[config.mk]
export PLATFORM = sky130hd
export DESIGN_NAME = cbp_prober
export DESIGN_NICKNAME = d
export VERILOG_FILES = /design/src/rtl/cbp_pkg.sv /design/src/rtl/cbp_align.sv /design/src/rtl/cbp_seq.sv /design/src/rtl/cbp_prober.sv
export SDC_FILE = /design/constraint.sdc
export NUM_CORES = 1
export LEC_CHECK = 0
export BUFFER_PORTS_ARGS = -buffer_cell sky130_fd_sc_hd__buf_4
export CORE_MARGIN = 2
export CORE_UTILIZATION = 42
export DETAILED_ROUTE_END_ITERATION = 12
export PLACE_DENSITY_LB_ADDON = 0.1
export SLEW_MARGIN = 20
export SYNTH_ARGS = -nofsm -noshare
export SYNTH_HDL_FRONTEND = slang
export SYNTH_HIERARCHICAL = 1
export SYNTH_SLANG_ARGS = --single-unit
[constraint.sdc]
create_clock -name clk -period 1.11 [get_ports clk]
set_input_delay 0.1665 -clock clk [delete_from_list [all_inputs] [get_ports clk]]
set_output_delay 0.1665 -clock clk [all_outputs]
set_load 0.02 [all_outputs]
[src/rtl/cbp_pkg.sv]
package cbp_pkg;
  typedef enum logic [1:0] {
    ACC_LOAD  = 2'd0,
    ACC_FETCH = 2'd1,
    ACC_STORE = 2'd2
  } acc_e;

  typedef enum logic [2:0] {
    ST_IDLE,
    ST_LOAD,
    ST_FETCH,
    ST_STORE,
    ST_DONE
  } seq_st_e;
endpackage

[src/rtl/cbp_align.sv]
module cbp_align #(
  parameter int AW  = 32,
  parameter int BLK = 64
) (
  input  logic [AW-1:0] addr_i,
  output logic [AW-1:0] addr_o
);
  localparam logic [AW-1:0] LOW_MASK = AW'(BLK - 1);

  assign addr_o = addr_i & ~LOW_MASK;
endmodule

[src/rtl/cbp_seq.sv]
module cbp_seq #(
  parameter int AW = 32
) (
  input  logic          clk,
  input  logic          rst_n,
  input  logic          req_valid,
  input  logic          req_zero,
  input  logic          req_virt,
  input  logic [AW-1:0] req_aligned,
  output logic          req_ready,
  output logic          q_valid,
  input  logic          q_ready,
  output logic [1:0]    q_type,
  output logic          q_fault_ok,
  output logic [AW-1:0] blk_addr,
  input  logic          r_valid,
  input  logic          r_grant,
  output logic          op_zero,
  output logic          done_valid,
  output logic          done_ok,
  output logic          done_fault_guest,
  output logic          zw_valid
);
  import cbp_pkg::*;

  seq_st_e       state_q, state_d;
  logic          issued_q, issued_d;
  logic          ok_q, ok_d;
  logic          cap_en;
  logic          zero_q, virt_q;
  logic [AW-1:0] addr_q;
  logic          in_query;

  assign in_query = (state_q == ST_LOAD) || (state_q == ST_FETCH) ||
                    (state_q == ST_STORE);

  always_comb begin
    state_d  = state_q;
    issued_d = issued_q;
    ok_d     = ok_q;
    cap_en   = 1'b0;
    case (state_q)
      ST_IDLE: begin
        if (req_valid) begin
          cap_en   = 1'b1;
          issued_d = 1'b0;
          state_d  = req_zero ? ST_STORE : ST_LOAD;
        end
      end
      ST_LOAD, ST_FETCH, ST_STORE: begin
        if (!issued_q && q_ready) begin
          issued_d = 1'b1;
        end
        if (issued_q && r_valid) begin
          issued_d = 1'b0;
          if (r_grant) begin
            ok_d    = 1'b1;
            state_d = ST_DONE;
          end else if (state_q == ST_STORE) begin
            ok_d    = 1'b0;
            state_d = ST_DONE;
          end else begin
            state_d = (state_q == ST_LOAD) ? ST_FETCH : ST_STORE;
          end
        end
      end
      ST_DONE: state_d = ST_IDLE;
      default: state_d = ST_IDLE;
    endcase
  end

  always_ff @(posedge clk or negedge rst_n) begin
    if (!rst_n) begin
      state_q  <= ST_IDLE;
      issued_q <= 1'b0;
      ok_q     <= 1'b0;
    end else begin
      state_q  <= state_d;
      issued_q <= issued_d;
      ok_q     <= ok_d;
    end
  end

  always_ff @(posedge clk or negedge rst_n) begin
    if (!rst_n) begin
      addr_q <= '0;
      zero_q <= 1'b0;
      virt_q <= 1'b0;
    end else if (cap_en) begin
      addr_q <= req_aligned;
      zero_q <= req_zero;
      virt_q <= req_virt;
    end
  end

  always_comb begin
    case (state_q)
      ST_FETCH: q_type = ACC_FETCH;
      ST_STORE: q_type = ACC_STORE;
      default:  q_type = ACC_LOAD;
    endcase
  end

  assign req_ready        = (state_q == ST_IDLE);
  assign q_valid          = in_query && !issued_q;
  assign q_fault_ok       = (state_q == ST_STORE);
  assign blk_addr         = addr_q;
  assign op_zero          = zero_q;
  assign done_valid       = (state_q == ST_DONE);
  assign done_ok          = done_valid && ok_q;
  assign done_fault_guest = done_valid && !ok_q && virt_q;
  assign zw_valid         = done_valid && ok_q && zero_q;
endmodule

[src/rtl/cbp_prober.sv]
module cbp_prober #(
  parameter int AW       = 32,
  parameter int LEN_W    = 16,
  parameter int MGMT_BLK = 64,
  parameter int ZERO_BLK = 64
) (
  input  logic             clk,
  input  logic             rst_n,
  input  logic             req_valid,
  output logic             req_ready,
  input  logic             req_zero,
  input  logic             req_virt,
  input  logic [AW-1:0]    req_addr,
  output logic             q_valid,
  input  logic             q_ready,
  output logic [1:0]       q_type,
  output logic             q_fault_ok,
  output logic [AW-1:0]    q_addr,
  output logic [LEN_W-1:0] q_len,
  input  logic             r_valid,
  input  logic             r_grant,
  output logic             done_valid,
  output logic             done_ok,
  output logic             done_fault_guest,
  output logic [AW-1:0]    done_tval,
  output logic             zw_valid,
  output logic [AW-1:0]    zw_addr,
  output logic [LEN_W-1:0] zw_len
);
  localparam logic [LEN_W-1:0] MGMT_LEN = LEN_W'(MGMT_BLK);
  localparam logic [LEN_W-1:0] ZERO_LEN = LEN_W'(ZERO_BLK);

  logic          rst_meta, rst_sync_n;
  logic [AW-1:0] mgmt_aligned, zero_aligned, sel_aligned;
  logic [AW-1:0] blk_addr;
  logic          op_zero;

  always_ff @(posedge clk or negedge rst_n) begin
    if (!rst_n) begin
      rst_meta   <= 1'b0;
      rst_sync_n <= 1'b0;
    end else begin
      rst_meta   <= 1'b1;
      rst_sync_n <= rst_meta;
    end
  end

  cbp_align #(.AW(AW), .BLK(MGMT_BLK)) i_align_mgmt (
    .addr_i(req_addr), .addr_o(mgmt_aligned)
  );
  cbp_align #(.AW(AW), .BLK(ZERO_BLK)) i_align_zero (
    .addr_i(req_addr), .addr_o(zero_aligned)
  );

  assign sel_aligned = req_zero ? zero_aligned : mgmt_aligned;

  cbp_seq #(.AW(AW)) i_seq (
    .clk              (clk),
    .rst_n            (rst_sync_n),
    .req_valid        (req_valid),
    .req_zero         (req_zero),
    .req_virt         (req_virt),
    .req_aligned      (sel_aligned),
    .req_ready        (req_ready),
    .q_valid          (q_valid),
    .q_ready          (q_ready),
    .q_type           (q_type),
    .q_fault_ok       (q_fault_ok),
    .blk_addr         (blk_addr),
    .r_valid          (r_valid),
    .r_grant          (r_grant),
    .op_zero          (op_zero),
    .done_valid       (done_valid),
    .done_ok          (done_ok),
    .done_fault_guest (done_fault_guest),
    .zw_valid         (zw_valid)
  );

  assign q_addr    = blk_addr;
  assign q_len     = op_zero ? ZERO_LEN : MGMT_LEN;
  assign done_tval = blk_addr;
  assign zw_addr   = blk_addr;
  assign zw_len    = ZERO_LEN;
endmodule

==> results of run 1 <==
==> area by class of cell <==
type	count	area share, %
clock buffer	7	2.30
tap	105	3.14
multi-input combinational	147	34.1
timing repair buffer	171	35.7
clock inverter	1	0.120
sequential	41	24.6
inverter	1	0.0898
==> metrics by stage <==
step,worst slack (ns),setup TNS [ns],instances,util (%),hold slack [ns]
finish,-0.445,-16.89,473,51.4,0.108
floorplan,-0.338,-11.83,361,-,-0.129
global route,-0.519,-19.96,473,51.4,0.0907
detailed placement,-0.324,-11.93,452,45.6,-0.0480
CTS,-0.442,-16.43,471,50.2,0.0978
global placement,-0.286,-11.24,452,45.6,-0.0504
==> cell usage after synthesis (3+ instances only) <==
master   number  area (µm²)
buf_6         4        45.0
and3b_1       3        26.3
nand2_1       3        11.3
nor2_1        3        11.3
o21ai_0       3        15.0
buf_12        3        60.1
dfrtp_1      41        1030
nor3_1        4        20.0
buf_2         4        20.0
mux2_2       36         405
conb_1        4        15.0
mux2_4       30         450
buf_4       160        1200
==> what timing repair did <==
item / CTS / global route
buffers inserted: 8 / 2
gates cloned: 2 / 2
setup endpoints to repair: 48 / 51
hold buffers: 1 / 0
gates resized for setup: 39 / 15
pin swaps: 6 / 4
hold endpoints to repair: 2 / 0
==> routing by layer <==
layer / track usage (%) / vias up
met1: 16.7 / 937
met3: 3.27 / 2
met4: 3.99 / 0
li1: - / 945
met5: 0 / -
met2: 19.6 / 88
==> cells by family (layout without fill, tap and decap cells) <==
family / after synthesis / after routing / synth area share (%)
buffers and inverters: 173 / 180 / 38.4
muxes: 67 / 67 / 24.9
DFF: 41 / 41 / 29.5
and+or+nand+nor: 22 / 22 / 4.21
AOI/OAI and AO/OA: 13 / 13 / 2.56
other: 4 / 45 / 0.432
==> registers in the layout, indices dropped and copies added (netlist names) <==
| register | count |
|---|---|
| i_seq/ok_q | 1 |
| i_seq/issued_q | 1 |
| rst_meta | 1 |
| i_seq/virt_q | 1 |
| rst_sync_n | 1 |
| i_seq/op_zero | 1 |
| i_seq/state_q | 3 |
| i_seq/blk_addr | 32 |
==> worst max-delay path by stage <==
| stage | slack, ns | end |
|---|---|---|
| floorplan | -0.34 | i_seq/op_zero |
| global placement | -0.29 | i_seq/blk_addr[18] |
| detailed placement | -0.32 | i_seq/blk_addr[20] |
| CTS | -0.44 | done_fault_guest |
| global route | -0.52 | zw_valid |
| finish | -0.44 | zw_valid |
==> report_power, final <==
group          internal, W  leakage [nW]  switching, W
registers          0.00222         0.487      0.000726
clock network     0.000562        0.0542      0.000496
logic              0.00438          1.60       0.00425
==> results.toml, run 1 <==
[placed_design]
dpl.hpwl_mm = 4.07
io_buffers = 138
gp_congestion = 0.771
placed_area_um2 = 3710

[cells_and_area]
final_common_cell = "buf_4"
syn_to_final_growth_pct = 20.3
drive_gt1_share_pct = 71.2
final_nets = 407
multiInputGateArea_um2 = 1430
seqCellArea_um2 = 1030
final_cell_mix = "buf_4 (144), mux2_4 (50), conb_1 (45)"
antenna_cells = 0
nFillCells = 743
fin_area_um2 = 4180

[grt]
overflow = 0
grt_max_degree = 24
grt_pass1_vias = 1733
antenna_found_initial = 0
grt_pass1_wl_mm = 8.59
grt_use_total_pct = 12.4

[timing]
setup_viol = 45
fin_ws_ns = -0.445
hold_viol_final = 0
slew_violations = 0
finClkSkew_ns = 0.00638
fmax_mhz = 643
period_minus_slack_ns = 1.55
rsz0062_at_grt = "true"
fin_crit_sh_pct = 140

[route]
ant_nets = 0
highest_layer = "met4"
firstDrtPassIters = 4
drc_errors = 0
viasPerCell = 4.17
routed-via-count = 1972
drt-initial-drc-count = 17
drt-wirelength-per-cell_um = 12.6
wl_met2_mm = 3.00
met3_length_um = 402
drt-total-wl_mm = 5.95
met1_length_mm = 2.51

[setup_path]
crit_family = "simple AND/OR/NAND/NOR gates"
crit_type = "flip-flop to primary output"
cp_slowest_stage_delay_ns = 0.40
crit_path_end_kind = "primary output"
startpoint = "i_seq/state_q[0]"
cp-start-kind = "flip-flop"
required_ns = 0.94
cp_num_buf_inv = 2
crit_cells = 5
reg2reg_depth = 5
cp_slowest_cell = "dfrtp_1"
worstPathArrival_ns = 1.39
cp_max_fo = 4
rrSetupSlack_ns = -0.42
reg2reg_to = "i_seq/blk_addr[13]"
cp_cell_sequence = "buf_6 -> nor2_4 -> and3_2 -> and2_2 -> buf_6"
crit_top_cell = "buf_6"
rr_startpoint = "i_seq/state_q[0]"

[floorplan]
die_w_um = 95.0
start_util_pct = 42.7
io-pin-count = 177
fp-row-count = 33
fp.coreArea_um2 = 8130
fp.dieH_um = 95.0
die-area_um2 = 9020

[clocking]
clock-sinks = 41
insertion_delay_ns = 0.29
cts_root_buffer = "clkbuf_8"
cts_tree = "built"
cts_buffer_depth = 2
clkSlewWorstSetupHoldPaths_ns = 0.08
cts_made_buffers = 5
htree_levels = 2

[power_and_ir_drop]
cellPowerDensity_nw_per_um2 = 3020
ir_worst_vdd_uv = 1250
total_power_w = 0.0126
p_leak_nw = 2.14

[synth]
synth-seq-cells = 41
synthCells = 320
synth-edff-count = 0
synth_ff_type = "dfrtp_1"
async_flop_share_pct = 100
synth_cell_type_count = 32
avgSynthCellArea_um2 = 10.9
synth_area_um2 = 3480
ys_seq_area_share_pct = 29.5
synth-warning-count = 6

[job]
maxCapViolations = 0

[status]
outcome = "complete, but fails checks"
violations = "negative setup slack"

[worst_hold_path]
hp-class = "input port to flip-flop"
hold_depth = 2
hold_end = "i_seq/virt_q"
min_from = "req_virt"
(Power assumes the default switching activity.)
==> run 2, diff against run 1 <==
Settings changed: RECOVER_POWER set to 100.
==> results.toml, run 2 (synthesis gave the netlist of run 1 again) <==
[route]
drt-initial-drc-count = 15
drc_errors = 0
ant_nets = 0
drt-wirelength-per-cell_um = 12.6
firstDrtPassIters = 4
routed-via-count = 1967
viasPerCell = 4.16
drt-total-wl_mm = 5.95

[clocking]
htree_levels = 2
cts_buffer_depth = 2
clock-sinks = 41
cts_tree = "built"
clkSlewWorstSetupHoldPaths_ns = 0.08
cts_root_buffer = "clkbuf_8"
cts_made_buffers = 5
insertion_delay_ns = 0.29

[status]
violations = "negative setup slack"
outcome = "complete, but fails checks"

[timing]
setup_viol = 45
fin_ws_ns = -0.445
relSlewSlack_pct = 59.9
fin_crit_sh_pct = 140
fmax_mhz = 643
slew_violations = 0
rsz0062_at_grt = "true"
tightest_slew_ns = 0.601
hold_viol_final = 0
period_minus_slack_ns = 1.56
finClkSkew_ns = 0.00630

[setup_path]
rr_startpoint = "i_seq/state_q[0]"
reg2reg_to = "i_seq/blk_addr[13]"
cp-start-kind = "flip-flop"
required_ns = 0.94
cp_max_fo = 4
crit_path_end_kind = "primary output"
reg2reg_depth = 5
cp_cell_sequence = "buf_6 -> nor2_4 -> and3_2 -> and2_2 -> buf_6"
crit_type = "flip-flop to primary output"
cp_slowest_stage_delay_ns = 0.40
crit_family = "simple AND/OR/NAND/NOR gates"
cp_slowest_cell = "dfrtp_1"
rrSetupSlack_ns = -0.42
crit_top_cell = "buf_6"
worstPathArrival_ns = 1.39
cp_num_buf_inv = 2

[placed_design]
io_buffers = 138
gp_congestion = 0.771
preCtsSetupSlack_ns = -0.324
placed_area_um2 = 3710
dpl.hpwl_mm = 4.07

[cells_and_area]
fin_area_um2 = 4000
largest_reg_flops = 32
final_common_cell = "buf_4"
final_nets = 407
antenna_cells = 0
syn_to_final_growth_pct = 15.1
drive_gt1_share_pct = 70.9
final_cell_mix = "buf_4 (72), mux2_4 (50), conb_1 (45)"

[power_and_ir_drop]
ir_worst_vdd_uv = 1250
total_power_w = 0.0119
p_leak_nw = 2.09
cellPowerDensity_nw_per_um2 = 2970

[floorplan]
fp.coreArea_um2 = 8130
fp-row-count = 33
die_w_um = 95.0
io-pin-count = 177
start_util_pct = 42.7
fp.dieH_um = 95.0
die-area_um2 = 9020

[worst_hold_path]
hp-class = "input port to flip-flop"
hold_depth = 2
min_from = "req_virt"
hold_end = "i_seq/virt_q"

[grt]
grt_pass1_vias = 1733
grt_pass1_wl_mm = 8.59
grt_max_degree = 24
grt_use_total_pct = 12.4
overflow = 0
antenna_found_initial = 0

[job]
maxCapViolations = 0
==> run 2: cell types whose count changed in the layout (fill, tap and decap cells not counted), sizes merged <==
cell	before	now
clkbuf	9	42
buf	168	135
==> run 2: how the worst max path moves through the flow <==
stage,start,to,slack [ns],cells past startpoint
global route,i_seq/state_q[1],zw_valid,-0.52,5
finish,i_seq/state_q[0],zw_valid,-0.45,5
CTS,i_seq/state_q[0],done_fault_guest,-0.44,5
floorplan,i_seq/state_q[2],i_seq/op_zero,-0.34,4
detailed placement,i_seq/state_q[2],i_seq/blk_addr[20],-0.32,4
global placement,i_seq/state_q[2],i_seq/blk_addr[18],-0.29,4
==> run 2: power by group <==
group | leakage [nW] | switching (W) | internal [W] | total, W
Clock | 0.0542 | 0.000496 | 0.000562 | 0.00106
Combinational | 1.55 | 0.00425 | 0.00366 | 0.00791
Sequential | 0.487 | 0.000676 | 0.00222 | 0.00290
==> run 2: cell type report <==
| cell class | count | area (µm²) |
|---|---|---|
| sequential | 41 | 1030 |
| clock buffer | 7 | 96.3 |
| multi-input combinational | 147 | 1430 |
| timing repair buffer | 171 | 1310 |
| fill | 799 | 4130 |
| inverter | 1 | 3.75 |
| clock inverter | 1 | 5.00 |
| tap | 105 | 131 |
==> run 2: repair_timing <==
action                                  4_1_cts  5_1_grt
hold buffers                                  1        0
gates resized for setup                      39       15
cloned                                        2        2
hold endpoints to repair                      2        0
setup buffers                                 8        2
pin swaps                                     6        4
endpoints found under the setup margin       48       51
==> run 2: worst reg2reg max path: cells and delay by family (launching register included) <==
family | cells | cell delay (ns)
mux | 1 | 0.30
flops | 1 | 0.40
simple gates | 1 | 0.19
buf+inv | 3 | 0.53
==> run 2: routing by layer <==
metal | global-route usage (%) | vias up | routed length, µm
met3 | 3.27 | 2 | 405
li1 | - | 943 | -
met5 | 0 | - | 0
met1 | 16.7 | 934 | 2540
met4 | 3.99 | 0 | 35
met2 | 19.6 | 88 | 2970
==> run 2: metrics by stage <==
| step | utilization [%] | TNS, ns | hold WS, ns | std cells |
|---|---|---|---|---|
| after floorplan | - | -11.83 | -0.129 | 361 |
| after detailed placement | 45.6 | -11.93 | -0.0480 | 452 |
| after CTS | 50.2 | -16.43 | 0.0978 | 471 |
| after global routing | 49.2 | -19.96 | 0.0907 | 473 |
| final | 49.2 | -16.89 | 0.108 | 473 |
| after global placement | 45.6 | -11.24 | -0.0504 | 452 |
